<file path="src/rtl/eeload_pkg.sv">
package eeload_pkg;

  typedef enum logic [1:0] {
    MODE_RUN    = 2'b00,
    MODE_LOAD   = 2'b01,
    MODE_PROG   = 2'b10,
    MODE_UNLOCK = 2'b11
  } ee_mode_e;

  typedef enum logic [2:0] {
    RD_IDLE,
    RD_SEL,
    RD_LOW,
    RD_HIGH,
    RD_DESEL,
    RD_PUSH,
    RD_DONE
  } rd_state_e;

  typedef struct packed {
    logic cs;
    logic sk;
    logic di;
  } ee_pins_t;

endpackage

</file>
<file path="src/rtl/eeload_cmd_reg.sv">
module eeload_cmd_reg
  import eeload_pkg::*;
(
  input  logic     clk,
  input  logic     rst_n,
  input  logic     wr,
  input  logic [1:0] wmode,
  input  ee_pins_t wpins,
  input  logic     load_done,
  output ee_mode_e mode_o,
  output ee_pins_t sw_pins_o,
  output logic     load_start_o,
  output logic     soft_rst_o
);

  ee_mode_e mode_q;
  ee_pins_t pins_q;
  logic     soft_q;
  logic     wr_ok;

  // a write is honoured only when no load is running
  assign wr_ok        = wr && (mode_q != MODE_LOAD);
  assign load_start_o = wr_ok && (ee_mode_e'(wmode) == MODE_LOAD);

  always_ff @(posedge clk or negedge rst_n) begin
    if (!rst_n) begin
      mode_q <= MODE_RUN;
      pins_q <= '0;
      soft_q <= 1'b0;
    end else begin
      soft_q <= load_done;
      if (load_done) begin
        mode_q <= MODE_RUN;
        pins_q <= '0;
      end else if (wr_ok) begin
        mode_q <= ee_mode_e'(wmode);
        pins_q <= (ee_mode_e'(wmode) == MODE_PROG) ? wpins : '0;
      end
    end
  end

  assign mode_o     = mode_q;
  assign sw_pins_o  = pins_q;
  assign soft_rst_o = soft_q;

endmodule

</file>
<file path="src/rtl/eeload_mw_reader.sv">
module eeload_mw_reader
  import eeload_pkg::*;
#(
  parameter int ADDR_W    = 6,
  parameter int WORD_W    = 16,
  parameter int NUM_WORDS = 8,
  parameter int CLK_HALF  = 2
) (
  input  logic              clk,
  input  logic              rst_n,
  input  logic              start,
  input  logic              ee_do,
  output ee_pins_t          pins_o,
  output logic              ld_valid,
  input  logic              ld_ready,
  output logic [ADDR_W-1:0] ld_addr,
  output logic [WORD_W-1:0] ld_data,
  output logic              done
);

  localparam int CMD_BITS     = 3 + ADDR_W;
  localparam int SAMPLE_FIRST = CMD_BITS + 1;
  localparam int PULSES       = CMD_BITS + 1 + WORD_W;
  localparam int PW           = $clog2(PULSES);
  localparam int HCW          = (CLK_HALF > 1) ? $clog2(CLK_HALF) : 1;
  localparam logic [PW-1:0]     LAST_P    = PW'(PULSES - 1);
  localparam logic [PW-1:0]     FIRST_S   = PW'(SAMPLE_FIRST);
  localparam logic [HCW-1:0]    HALF_LAST = HCW'(CLK_HALF - 1);
  localparam logic [ADDR_W-1:0] LAST_ADDR = ADDR_W'(NUM_WORDS - 1);

  rd_state_e           st;
  logic [HCW-1:0]      hcnt;
  logic [PW-1:0]       pidx;
  logic [ADDR_W-1:0]   addr;
  logic [WORD_W-1:0]   shreg;
  logic                half_end;
  logic [CMD_BITS-1:0] cmd_word;
  logic [CMD_BITS-1:0] cmd_sh;

  assign half_end = (hcnt == HALF_LAST);
  assign cmd_word = {3'b110, addr};
  assign cmd_sh   = cmd_word << pidx;

  always_ff @(posedge clk or negedge rst_n) begin
    if (!rst_n) begin
      st    <= RD_IDLE;
      hcnt  <= '0;
      pidx  <= '0;
      addr  <= '0;
      shreg <= '0;
    end else begin
      case (st)
        RD_IDLE: begin
          if (start) begin
            st   <= RD_SEL;
            hcnt <= '0;
            addr <= '0;
          end
        end
        RD_SEL: begin
          if (half_end) begin
            hcnt <= '0;
            pidx <= '0;
            st   <= RD_LOW;
          end else begin
            hcnt <= hcnt + 1'b1;
          end
        end
        RD_LOW: begin
          if (half_end) begin
            hcnt <= '0;
            if (pidx >= FIRST_S) shreg <= {shreg[WORD_W-2:0], ee_do};
            st <= RD_HIGH;
          end else begin
            hcnt <= hcnt + 1'b1;
          end
        end
        RD_HIGH: begin
          if (half_end) begin
            hcnt <= '0;
            if (pidx == LAST_P) begin
              st <= RD_DESEL;
            end else begin
              pidx <= pidx + 1'b1;
              st   <= RD_LOW;
            end
          end else begin
            hcnt <= hcnt + 1'b1;
          end
        end
        RD_DESEL: begin
          if (half_end) begin
            hcnt <= '0;
            st   <= RD_PUSH;
          end else begin
            hcnt <= hcnt + 1'b1;
          end
        end
        RD_PUSH: begin
          if (ld_ready) begin
            if (addr == LAST_ADDR) begin
              st <= RD_DONE;
            end else begin
              addr <= addr + 1'b1;
              st   <= RD_SEL;
            end
          end
        end
        RD_DONE: st <= RD_IDLE;
        default: st <= RD_IDLE;
      endcase
    end
  end

  always_comb begin
    pins_o    = '0;
    pins_o.cs = (st == RD_SEL) || (st == RD_LOW) || (st == RD_HIGH);
    pins_o.sk = (st == RD_HIGH);
    pins_o.di = ((st == RD_LOW) || (st == RD_HIGH)) && cmd_sh[CMD_BITS-1];
  end

  assign ld_valid = (st == RD_PUSH);
  assign ld_addr  = addr;
  assign ld_data  = shreg;
  assign done     = (st == RD_DONE);

endmodule

</file>
<file path="src/rtl/eeload_pin_mux.sv">
module eeload_pin_mux
  import eeload_pkg::*;
(
  input  ee_mode_e   mode,
  input  ee_pins_t   sw_pins,
  input  ee_pins_t   rd_pins,
  input  logic       ee_do,
  output ee_pins_t   pins_o,
  output logic [3:0] rd_bits,
  output logic       net_en,
  output logic       cfg_wr_en
);

  always_comb begin
    case (mode)
      MODE_LOAD: pins_o = rd_pins;
      MODE_PROG: pins_o = sw_pins;
      default:   pins_o = '0;
    endcase
  end

  assign rd_bits   = ((mode == MODE_LOAD) || (mode == MODE_PROG)) ?
                     {pins_o.cs, pins_o.sk, pins_o.di, ee_do} : 4'b0000;
  assign net_en    = (mode != MODE_PROG);
  assign cfg_wr_en = (mode == MODE_UNLOCK);

endmodule

</file>
<file path="src/rtl/eeload_ctrl.sv">
module eeload_ctrl
  import eeload_pkg::*;
#(
  parameter int ADDR_W    = 6,
  parameter int WORD_W    = 16,
  parameter int NUM_WORDS = 8,
  parameter int CLK_HALF  = 2
) (
  input  logic              clk,
  input  logic              rst_n,
  input  logic              reg_wr,
  input  logic [7:0]        reg_wdata,
  output logic [7:0]        reg_rdata,
  output logic              ee_cs,
  output logic              ee_sk,
  output logic              ee_di,
  input  logic              ee_do,
  output logic              net_en,
  output logic              cfg_wr_en,
  output logic              soft_rst,
  output logic              ld_valid,
  input  logic              ld_ready,
  output logic [ADDR_W-1:0] ld_addr,
  output logic [WORD_W-1:0] ld_data
);

  ee_mode_e   mode;
  ee_pins_t   sw_pins;
  ee_pins_t   rd_pins;
  ee_pins_t   pins;
  logic       load_start;
  logic       load_done;
  logic [3:0] rd_bits;
  logic       unused_wbits;

  assign unused_wbits = ^{reg_wdata[5:4], reg_wdata[0]};

  eeload_cmd_reg u_reg (
    .clk          (clk),
    .rst_n        (rst_n),
    .wr           (reg_wr),
    .wmode        (reg_wdata[7:6]),
    .wpins        (ee_pins_t'(reg_wdata[3:1])),
    .load_done    (load_done),
    .mode_o       (mode),
    .sw_pins_o    (sw_pins),
    .load_start_o (load_start),
    .soft_rst_o   (soft_rst)
  );

  eeload_mw_reader #(
    .ADDR_W    (ADDR_W),
    .WORD_W    (WORD_W),
    .NUM_WORDS (NUM_WORDS),
    .CLK_HALF  (CLK_HALF)
  ) u_rd (
    .clk      (clk),
    .rst_n    (rst_n),
    .start    (load_start),
    .ee_do    (ee_do),
    .pins_o   (rd_pins),
    .ld_valid (ld_valid),
    .ld_ready (ld_ready),
    .ld_addr  (ld_addr),
    .ld_data  (ld_data),
    .done     (load_done)
  );

  eeload_pin_mux u_mux (
    .mode      (mode),
    .sw_pins   (sw_pins),
    .rd_pins   (rd_pins),
    .ee_do     (ee_do),
    .pins_o    (pins),
    .rd_bits   (rd_bits),
    .net_en    (net_en),
    .cfg_wr_en (cfg_wr_en)
  );

  assign ee_cs     = pins.cs;
  assign ee_sk     = pins.sk;
  assign ee_di     = pins.di;
  assign reg_rdata = {mode, 2'b00, rd_bits};

endmodule

</file>
<file path="config.mk">
export PLATFORM = sky130hd
export DESIGN_NAME = eeload_ctrl
export DESIGN_NICKNAME = d
export VERILOG_FILES = /design/src/rtl/eeload_pkg.sv /design/src/rtl/eeload_cmd_reg.sv /design/src/rtl/eeload_mw_reader.sv /design/src/rtl/eeload_pin_mux.sv /design/src/rtl/eeload_ctrl.sv
export SDC_FILE = /design/constraint.sdc
export NUM_CORES = 1
export LEC_CHECK = 0
export BUFFER_PORTS_ARGS = -buffer_cell sky130_fd_sc_hd__buf_2
export CAP_MARGIN = 10
export CORE_ASPECT_RATIO = 0.9
export CORE_MARGIN = 2
export CORE_UTILIZATION = 51
export DETAILED_ROUTE_END_ITERATION = 8
export PLACE_DENSITY = 0.76
export SYNTH_ARGS = -nofsm -noshare
export SYNTH_HDL_FRONTEND = slang
export SYNTH_SLANG_ARGS = --single-unit
</file>
<file path="constraint.sdc">
create_clock -name clk -period 2.4 [get_ports clk]
set_input_delay 0.36 -clock clk [delete_from_list [all_inputs] [get_ports clk]]
set_output_delay 0.36 -clock clk [all_outputs]
set_load 0.02 [all_outputs]
</file>
; Yosys cells after proc, flatten, opt, wreduce, memory -nomap -nowiden
; Cells that the tools add are included.
; Widths: inputs -> output; s select.
[word_totals]
output_inout_bits = 37
reg_bits = 37
input_bits = 13
elab_cells = 83
[op_classes]
n_lt_le_gt_ge = 1
n_addsub = 3
eq_ne = 23
shift = 1
reduce_logical = 18
mux = 27
[op_table]
columns = operator, n
row1 = $mux 3, 11
row2 = $mux 6, 3
row3 = $pmux 3 s6, 1
row4 = $mux 5, 3
row5 = $pmux 6 s2, 1
row6 = $ne 2x1->1 const B, 5
row7 = $ne 2x2->1 const B, 5
row8 = $pmux 5 s2, 1
row9 = $eq 3x3->1 const B, 3
row10 = $shl 9x5->9, 1
row11 = $reduce_and 4->1, 2
row12 = $reduce_bool 2->1, 4
row13 = $add 6x1->6 const B, 1
row14 = $eq 2x2->1 const B, 3
row15 = $eq 3x2->1 const B, 2
row16 = $eq 6x3->1 const B, 1
row17 = $pmux 3 s2, 1
row18 = $reduce_and 6->1, 1
row19 = $add 5x1->5 const B, 1
row20 = $eq 5x5->1 const B, 1
row21 = $ge 5x4->1 const B, 1
row22 = $eq 2x1->1 const B, 2
row23 = $logic_or 1x1->1, 4
row24 = $mux 2, 2
row25 = 10 further kinds, 13

; Logic depth before layout (Yosys ltp)
; Gate-level depths: netlist of run 1.
[depth]
word_depth = 5
ltp_mapped = 7
depth_no_buf = 6

; Modules after synthesis
; A second synthesis of run 1 with hierarchy kept.
[hier_totals]
hier_cells = 200
hier_area_um2 = 2145.8
[by_module_without_submodules]
columns = mod, cells_per_inst, seq_area_each_um2, instances, area_each_um2
row1 = eeload_mw_reader, 155, 775.7, 1, 1720.4
row2 = eeload_cmd_reg, 26, 150.1, 1, 295.3
row3 = eeload_pin_mux, 16, 0.0, 1, 111.4
row4 = eeload_ctrl, 3, 0.0, 1, 18.8

; Least setup slack after synthesis of run 1
; OpenSTA, ideal clock, no wires.
[synth_timing]
path_type = register to output
from = register u_rd.pidx[0]
to = output reg_rdata[1]
t_arrival_ps = 1848
path_slack_ps = 192
n_path_buf = 2
stages_incl_launch_ff = 7
required_ps = 2040
path_cell_list = dfrtp_1 > buf_6 > or4b_4 > a2111oi_4 > o41ai_1 > nand2_1 > buf_4
[synth_between]
elab_chain_len = 4
[synth_rtl]
columns = element, line
row1 = start: declaration, eeload_mw_reader.sv:33  ; logic [PW-1:0] pidx;
row2 = start signal: assignment, eeload_mw_reader.sv:84  ; pidx <= pidx + 1'b1;
row3 = $shl 9x5->9, eeload_mw_reader.sv:42  ; assign cmd_sh = cmd_word << pidx;
row4 = $logic_and 1x1->1, eeload_mw_reader.sv:119  ; pins_o.di = ((st == RD_LOW) || (st == RD_HIGH)) && cmd_sh[CMD_BITS-1];
row5 = $pmux 3 s2, eeload_pin_mux.sv:15  ; case (mode)
row6 = named net ee_di, eeload_ctrl.sv:16  ; output logic ee_di,
row7 = $mux 4, eeload_pin_mux.sv:22  ; assign rd_bits = ((mode == MODE_LOAD) || (mode == MODE_PROG)) ?
row8 = end: declaration, eeload_ctrl.sv:13  ; output logic [7:0] reg_rdata,
; The timed path passes the listed nets, and every way through them passes these cells.

; Worst setup path after layout of run 1
[layout_timing]
from = register u_rd.pidx[2]
to = output ee_di
[layout_between]
elab_chain_len = 3
[layout_rtl]
columns = element, line
row1 = $shl 9x5->9, eeload_mw_reader.sv:42
row2 = $logic_and 1x1->1, eeload_mw_reader.sv:119
row3 = $pmux 3 s2, eeload_pin_mux.sv:15
row4 = end: declaration, eeload_ctrl.sv:16
; Every way passes these cells.

==> results.sh, run 1 <==
export IMPL_status="complete, no violations"
export IMPL_wire_per_inst_microns=14.0
export IMPL_yosysMostFrequentCell="dfrtp_1"
export IMPL_grt_util_met1=0.265
export IMPL_htreeDepth=2
export IMPL_synth_area_top_cells="dfrtp_1 (45%), mux2_4 (7.3%), ha_1 (4.2%)"
export IMPL_power_density_nw_per_um2=864
export IMPL_synth_top_area_frac=0.447
export IMPL_top_usage_layer="met2"
export IMPL_rsz0062_at_grt="no"
export IMPL_cp_slowest_cell="or4b_4"
export IMPL_fp_dieH_microns=64.5
export IMPL_syn2layout_area_growth_pct=16.6
export IMPL_cts_tree="done"
export IMPL_crit_path_max_incr_delay_ns=0.55
export IMPL_finalSetupViolCount=0
export IMPL_synth_edf_count=0
export IMPL_synth_flop_cell="dfrtp_1"
export IMPL_worstMarginPinSlew_ns=0.808
export IMPL_yosysTopAreaCell="dfrtp_1"
export IMPL_yosys_top_cells_count="dfrtp_1 (37), nand2_1 (16), nor2_1 (16)"
export IMPL_grt_max_degree=38
export IMPL_synth_avg_cell_area_sq_um=10.8
export IMPL_vias_per_cell=5.50
export IMPL_finalMaxSlewViolations=0
export IMPL_crit_type="flop to output port"
export IMPL_gp_congestion=0.794
export IMPL_grtUsageTotal=0.190
export IMPL_cts_buffers_inserted=5
export IMPL_n_antenna_cell=0
export IMPL_grt_use_met2=0.291
export IMPL_crit_arrival_ns=1.93
export IMPL_grt_overflow_total=0
export IMPL_clk_pin_slew_ns=0.07
export IMPL_period_needed_ns=2.29
export IMPL_grt_pass1_vias=1422
export IMPL_fin_worst_skew_ns=0.00386
export IMPL_rows=21
export IMPL_drc_errors=0
export IMPL_critPathMaxFanout=2
export IMPL_hold_violations=0
export IMPL_layout_nets=254
export IMPL_timing_final_crit_share=0.956
export IMPL_port_buffer_count=44
export IMPL_core_sq_um=3810
export IMPL_crit_path_end_kind="output port"
export IMPL_io_pins=50
export IMPL_ant_nets=0
export IMPL_nFillCells=326
export IMPL_crit_required_ns=2.04
export IMPL_clockBufferDepth=2
export IMPL_vdd_drop_max_uv=633
export IMPL_max_slew_margin=0.462
export IMPL_synthArstFlopShare=1.00
export IMPL_start_util=0.544
export IMPL_drive_gt1_frac=0.357
export IMPL_setup_tns_ns=0
export IMPL_dr_pass1_iters=6
export IMPL_hpwlAfterDp_microns=2840
export IMPL_fmax_ghz=0.436
export IMPL_antenna_found_initial=0
export IMPL_use_met3=0.0420
export IMPL_synth_cell_types=48
export IMPL_fin_util=0.633
export IMPL_first_iter_violations=91
export IMPL_drv_cap=0
export IMPL_ys_seq_elements=37
export IMPL_p_leak_nw=1.26
export IMPL_clk_latency_ns=0.28
export IMPL_drt_wl_total_microns=3920
export IMPL_path_cells="or4b_4 > a2111oi_4 > o41ai_2 > nand2_1 > buf_4"
export IMPL_vias=1545
export IMPL_power_mw=2.09
export IMPL_yosysSeqAreaShare=0.447
export IMPL_synthCells=191
export IMPL_hp_class="primary input to asynchronous set/reset pin"
export IMPL_startpoint_type="flop"
export IMPL_die_w_microns=71.2
export IMPL_die_area_sq_um=4590
export IMPL_cts_sinks=37
export IMPL_seqCellArea_sq_um=928
export IMPL_clockRootBuffer="clkbuf_8"
export IMPL_grt_pass1_wl_microns=6810
export IMPL_synth_area_sq_um=2070
export IMPL_multi_input_area_sq_um=1030
export IMPL_hold_buffers=0
export IMPL_ys_warn_count=0
==> per-stage QoR <==
step | cell area, sq um | hold slack, ns | setup slack, ns | std cells
after global placement | 2290 | 0.490 | 0.308 | 272
final | 2410 | 0.165 | 0.107 | 281
after CTS | 2400 | 0.193 | 0.0366 | 281
after detailed placement | 2290 | 0.491 | 0.288 | 272
after floorplan | 2070 | 0.0644 | 0.192 | 192
after global routing | 2410 | 0.227 | 0.00199 | 281
==> final timing paths <==
| kind | from | end | slack (ns) | cells after the start |
|---|---|---|---|---|
| max | u_rd.pidx[2] | ee_di | 0.11 | 5 |
| min | rst_n | u_reg.mode_o[0] | 0.17 | 1 |
| max reg2reg | u_rd.pidx[0] | u_rd.ld_data[7] | 0.46 | 7 |
| min reg2reg | u_rd.ld_data[15] | u_rd.ld_data[15] | 0.51 | 1 |
| max in group asynchronous | rst_n | u_rd.pidx[1] | 1.68 | 1 |
| min in group clk | ee_do | u_rd.ld_data[0] | 0.32 | 2 |
==> what timing repair did <==
item	CTS	global route
gates cloned	0	0
pin swaps	0	2
buffers inserted	1	0
endpoints found under the setup margin	2	2
endpoints found under the hold margin	0	0
resized for setup	1	4
==> worst max-delay path, delay by kind of cell, from the launching register on <==
| kind | cells | cell delay (ns) |
|---|---|---|
| AO/OA/AOI/OAI | 2 | 0.44 |
| buffers and inverters | 1 | 0.16 |
| flip-flops | 1 | 0.38 |
| AND/OR/NAND/NOR | 2 | 0.68 |
==> kinds of logic after synthesis <==
logic type / count (synthesis) / share of synthesized area
compound gates: 32 / 0.118
xor+xnor: 4 / 0.0169
fa+ha+maj: 7 / 0.0423
buf+inv: 22 / 0.0610
flops: 37 / 0.447
mux: 22 / 0.134
other cells: 1 / 0.00181
simple gates: 66 / 0.178
==> cells in the final DEF (no fill, tap or decap), types with 2 or more instances in the layout <==
master,synthesis,routed
buf_4,5,8
o31ai_1,5,5
nor3_1,3,3
and3_1,3,3
nand4_1,2,2
mux2i_1,6,6
o21ai_0,7,7
and2_1,2,2
mux2_4,10,10
a22oi_1,3,3
dfrtp_2,0,2
dfrtp_1,37,35
xnor2_1,2,2
nand4b_1,2,2
nand3_1,4,4
inv_1,7,7
mux2_2,6,6
nand2b_1,3,3
nor2_1,16,16
ha_1,7,7
nand2_1,16,16
buf_2,1,42
a21oi_1,8,8
conb_1,1,2
nor3b_1,3,3
nand3b_1,2,2
clkbuf_8,0,7
xor2_1,2,2
==> registers in the layout (all words and copies together), names as in the netlist <==
register,count
u_rd.ld_data,16
u_rd.ld_addr,6
u_rd.pidx,5
u_rd.st,3
u_reg.sw_pins_o,3
u_reg.mode_o,2
u_rd.half_end,1
u_reg.soft_rst_o,1
==> cell type report <==
class | instances | area share
clock buffer | 7 | 0.0399
clock inverter | 1 | 0.00207
inverter | 7 | 0.0109
multi-input combinational | 133 | 0.427
sequential | 37 | 0.385
tap | 46 | 0.0238
timing repair buffer | 50 | 0.112
==> power breakdown <==
group	switching, mW	total, mW	leakage (nW)	internal, mW
Combinational	0.434	0.760	0.713	0.326
Clock	0.212	0.471	0.0542	0.259
Sequential	0.136	0.854	0.489	0.718
Total	0.781	2.09	1.26	1.30
==> layer usage <==
| metal | part of all wire | wire length [microns] |
|---|---|---|
| met4 | 0.012 | 46 |
| met5 | 0 | 0 |
| met3 | 0.044 | 171 |
| met2 | 0.46 | 1820 |
| met1 | 0.48 | 1880 |
(Power assumes the default switching activity.)
==> run 2, diff against run 1 <==
==> constraint.sdc (replaced) <==
create_clock -name clk -period 2.4 [get_ports clk]
set_input_delay 0.24 -clock clk [delete_from_list [all_inputs] [get_ports clk]]
set_output_delay 0.24 -clock clk [all_outputs]
set_load 0.02 [all_outputs]
==> run 2 against run 1 <==
Effect of this change: sequential share of layout area rose by 0.26 points; maximum frequency fell by 1.4%; clock skew barely moved; worst hold slack got worse by 0.13 ns; cell area fell by 0.67%; wire length did not move; sequential power rose by 5.6%; non-clock buffer count fell by 3; critical path type unchanged; largest power group unchanged.
==> results.sh, run 2 (synthesis gave the netlist of run 1 again) <==
export IMPL_status="complete, no violations"
export IMPL_grt_overflow_total=0
export IMPL_period_needed_ns=2.33
export IMPL_drc_errors=0
export IMPL_drv_cap=0
export IMPL_rsz0062_at_grt="no"
export IMPL_grt_pass1_wl_microns=6900
export IMPL_crit_type="flop to output port"
export IMPL_layout_common_cells="buf_2 (44), dfrtp_1 (35), nand2_1 (16), nor2_1 (16), mux2_4 (10)"
export IMPL_fmax_ghz=0.430
export IMPL_comb_power_share=0.314
export IMPL_wire_per_inst_microns=14.1
export IMPL_p_leak_nw=1.24
export IMPL_crit_required_ns=2.16
export IMPL_grt_pass1_vias=1451
export IMPL_ant_nets=0
export IMPL_grt_max_degree=38
export IMPL_power_density_nw_per_um2=887
export IMPL_cts_sinks=37
export IMPL_cts_buffers_inserted=5
export IMPL_clk_latency_ns=0.28
export IMPL_max_slew_margin=0.473
export IMPL_vias_per_cell=5.54
export IMPL_crit_arrival_ns=2.09
export IMPL_drt_wl_total_microns=3920
export IMPL_vias=1540
export IMPL_hp_class="primary input to asynchronous set/reset pin"
export IMPL_startpoint_type="flop"
export IMPL_finalSetupViolCount=0
export IMPL_largest_reg_flops=16
export IMPL_regToRegSetupSlack_ns=0.48
export IMPL_n_antenna_cell=0
export IMPL_place_inst=270
export IMPL_htreeDepth=2
export IMPL_finalMaxSlewViolations=0
export IMPL_port_buffer_count=44
export IMPL_rows=21
export IMPL_clockRootBuffer="clkbuf_8"
export IMPL_first_iter_violations=89
export IMPL_clockBufferDepth=2
export IMPL_timing_final_crit_share=0.969
export IMPL_r2r_cells=6
export IMPL_vdd_drop_max_uv=599
export IMPL_die_area_sq_um=4590
export IMPL_p_sw_mw=0.780
export IMPL_r2r_end="u_rd.ld_data[15]"
export IMPL_p_seq_frac=0.424
export IMPL_critPathMaxFanout=10
export IMPL_clk_pin_slew_ns=0.07
export IMPL_cts_tree="done"
export IMPL_syn2layout_area_growth_pct=15.8
export IMPL_io_pins=50
export IMPL_drive_gt1_frac=0.345
export IMPL_hpwlAfterDp_microns=2850
export IMPL_setup_tns_ns=0
export IMPL_pwr_share_clk=0.262
export IMPL_die_w_microns=71.2
export IMPL_start_util=0.544
export IMPL_antenna_found_initial=0
export IMPL_dr_pass1_iters=5
export IMPL_postCtsSetupBuffers=0
export IMPL_layoutNonFillerInstCount=278
export IMPL_layout_nets=251
export IMPL_fin_worst_skew_ns=0.00349
export IMPL_hold_violations=0
export IMPL_hold_buffers=0
export IMPL_layout_commonest_cell="buf_2"
export IMPL_fp_dieH_microns=64.5
export IMPL_worstMarginPinSlew_ns=0.790
export IMPL_crit_path_end_kind="output port"
export IMPL_internal_power_mw=1.35
export IMPL_p_sw_frac=0.367
export IMPL_gp_congestion=0.812
export IMPL_core_sq_um=3810
export IMPL_grtUsageTotal=0.189
export IMPL_rr_startpoint="u_rd.pidx[0]"
-- run 2: cell types whose count changed in the layout (fill, tap and decap cells not counted) --
cell and delta:
o41ai_2 -1, buf_2 +2, buf_4 -5, clkinvlp_4 +1, o41ai_1 +1, clkbuf_8 -1, bufinv_16 +1, clkinv_2 -1
-- run 2: per-layer routing --
layer,wire [microns],part of all wire,global-route usage
met5,0,0,0
met4,8,0.0020,0.0542
met3,166,0.042,0.0482
met2,1900,0.48,0.284
met1,1850,0.47,0.270
-- run 2: through the flow --
step	hold slack (ns)	setup WS, ns	util	instance area (sq um)	power (mW)
2_1_floorplan	-0.0556	0.312	-	2070	1.43
3_3_place_gp	0.382	0.365	0.597	2270	1.55
3_5_place_dp	0.386	0.340	0.597	2270	1.58
4_1_cts	0.0772	0.0238	0.629	2390	2.14
5_1_grt	0.109	0.0260	0.629	2400	2.26
6_report	0.0361	0.0736	0.629	2400	2.13
-- run 2: worst max-delay path, stage by stage, from the launching register on --
cell and delay (ns):
dfrtp_2 0.49, or4b_4 0.55, a2111oi_4 0.35, o41ai_1 0.14
nand2_1 0.11, buf_2 0.17
-- run 2: repair_timing --
action | in CTS | in global routing
gates resized for setup | 0 | 2
endpoints found under the hold margin | 0 | 0
setup endpoints to repair | 0 | 2
-- run 2: power by group through the flow --
stage          registers (mW)  logic (mW)  clock network (mW)
6_report                0.902       0.667               0.558
2_1_floorplan           0.865       0.563                   0
4_1_cts                 0.896       0.673               0.570
3_3_place_gp            0.901       0.653                   0
3_5_place_dp            0.905       0.670                   0
5_1_grt                 0.925       0.734               0.605
-- run 2: worst max-delay path by stage --
stage                       from  slack, ns            to
floorplan           u_rd.pidx[0]       0.31  reg_rdata[1]
global placement    u_rd.pidx[0]       0.36         ee_di
detailed placement  u_rd.pidx[0]       0.34         ee_di
CTS                 u_rd.pidx[0]       0.02         ee_di
global route        u_rd.pidx[0]       0.03         ee_di
finish              u_rd.pidx[0]       0.07         ee_di
-- run 2: cell type report --
type                            instances  area (sq um)
Fill cell                             327          1410
Multi-Input combinational cell        133          1020
Sequential cell                        37           928
Timing Repair Buffer                   47           243
Clock buffer                            6          82.6
Tap cell                               46          57.6
Clock inverter                          2          37.5
Inverter                                7          26.3
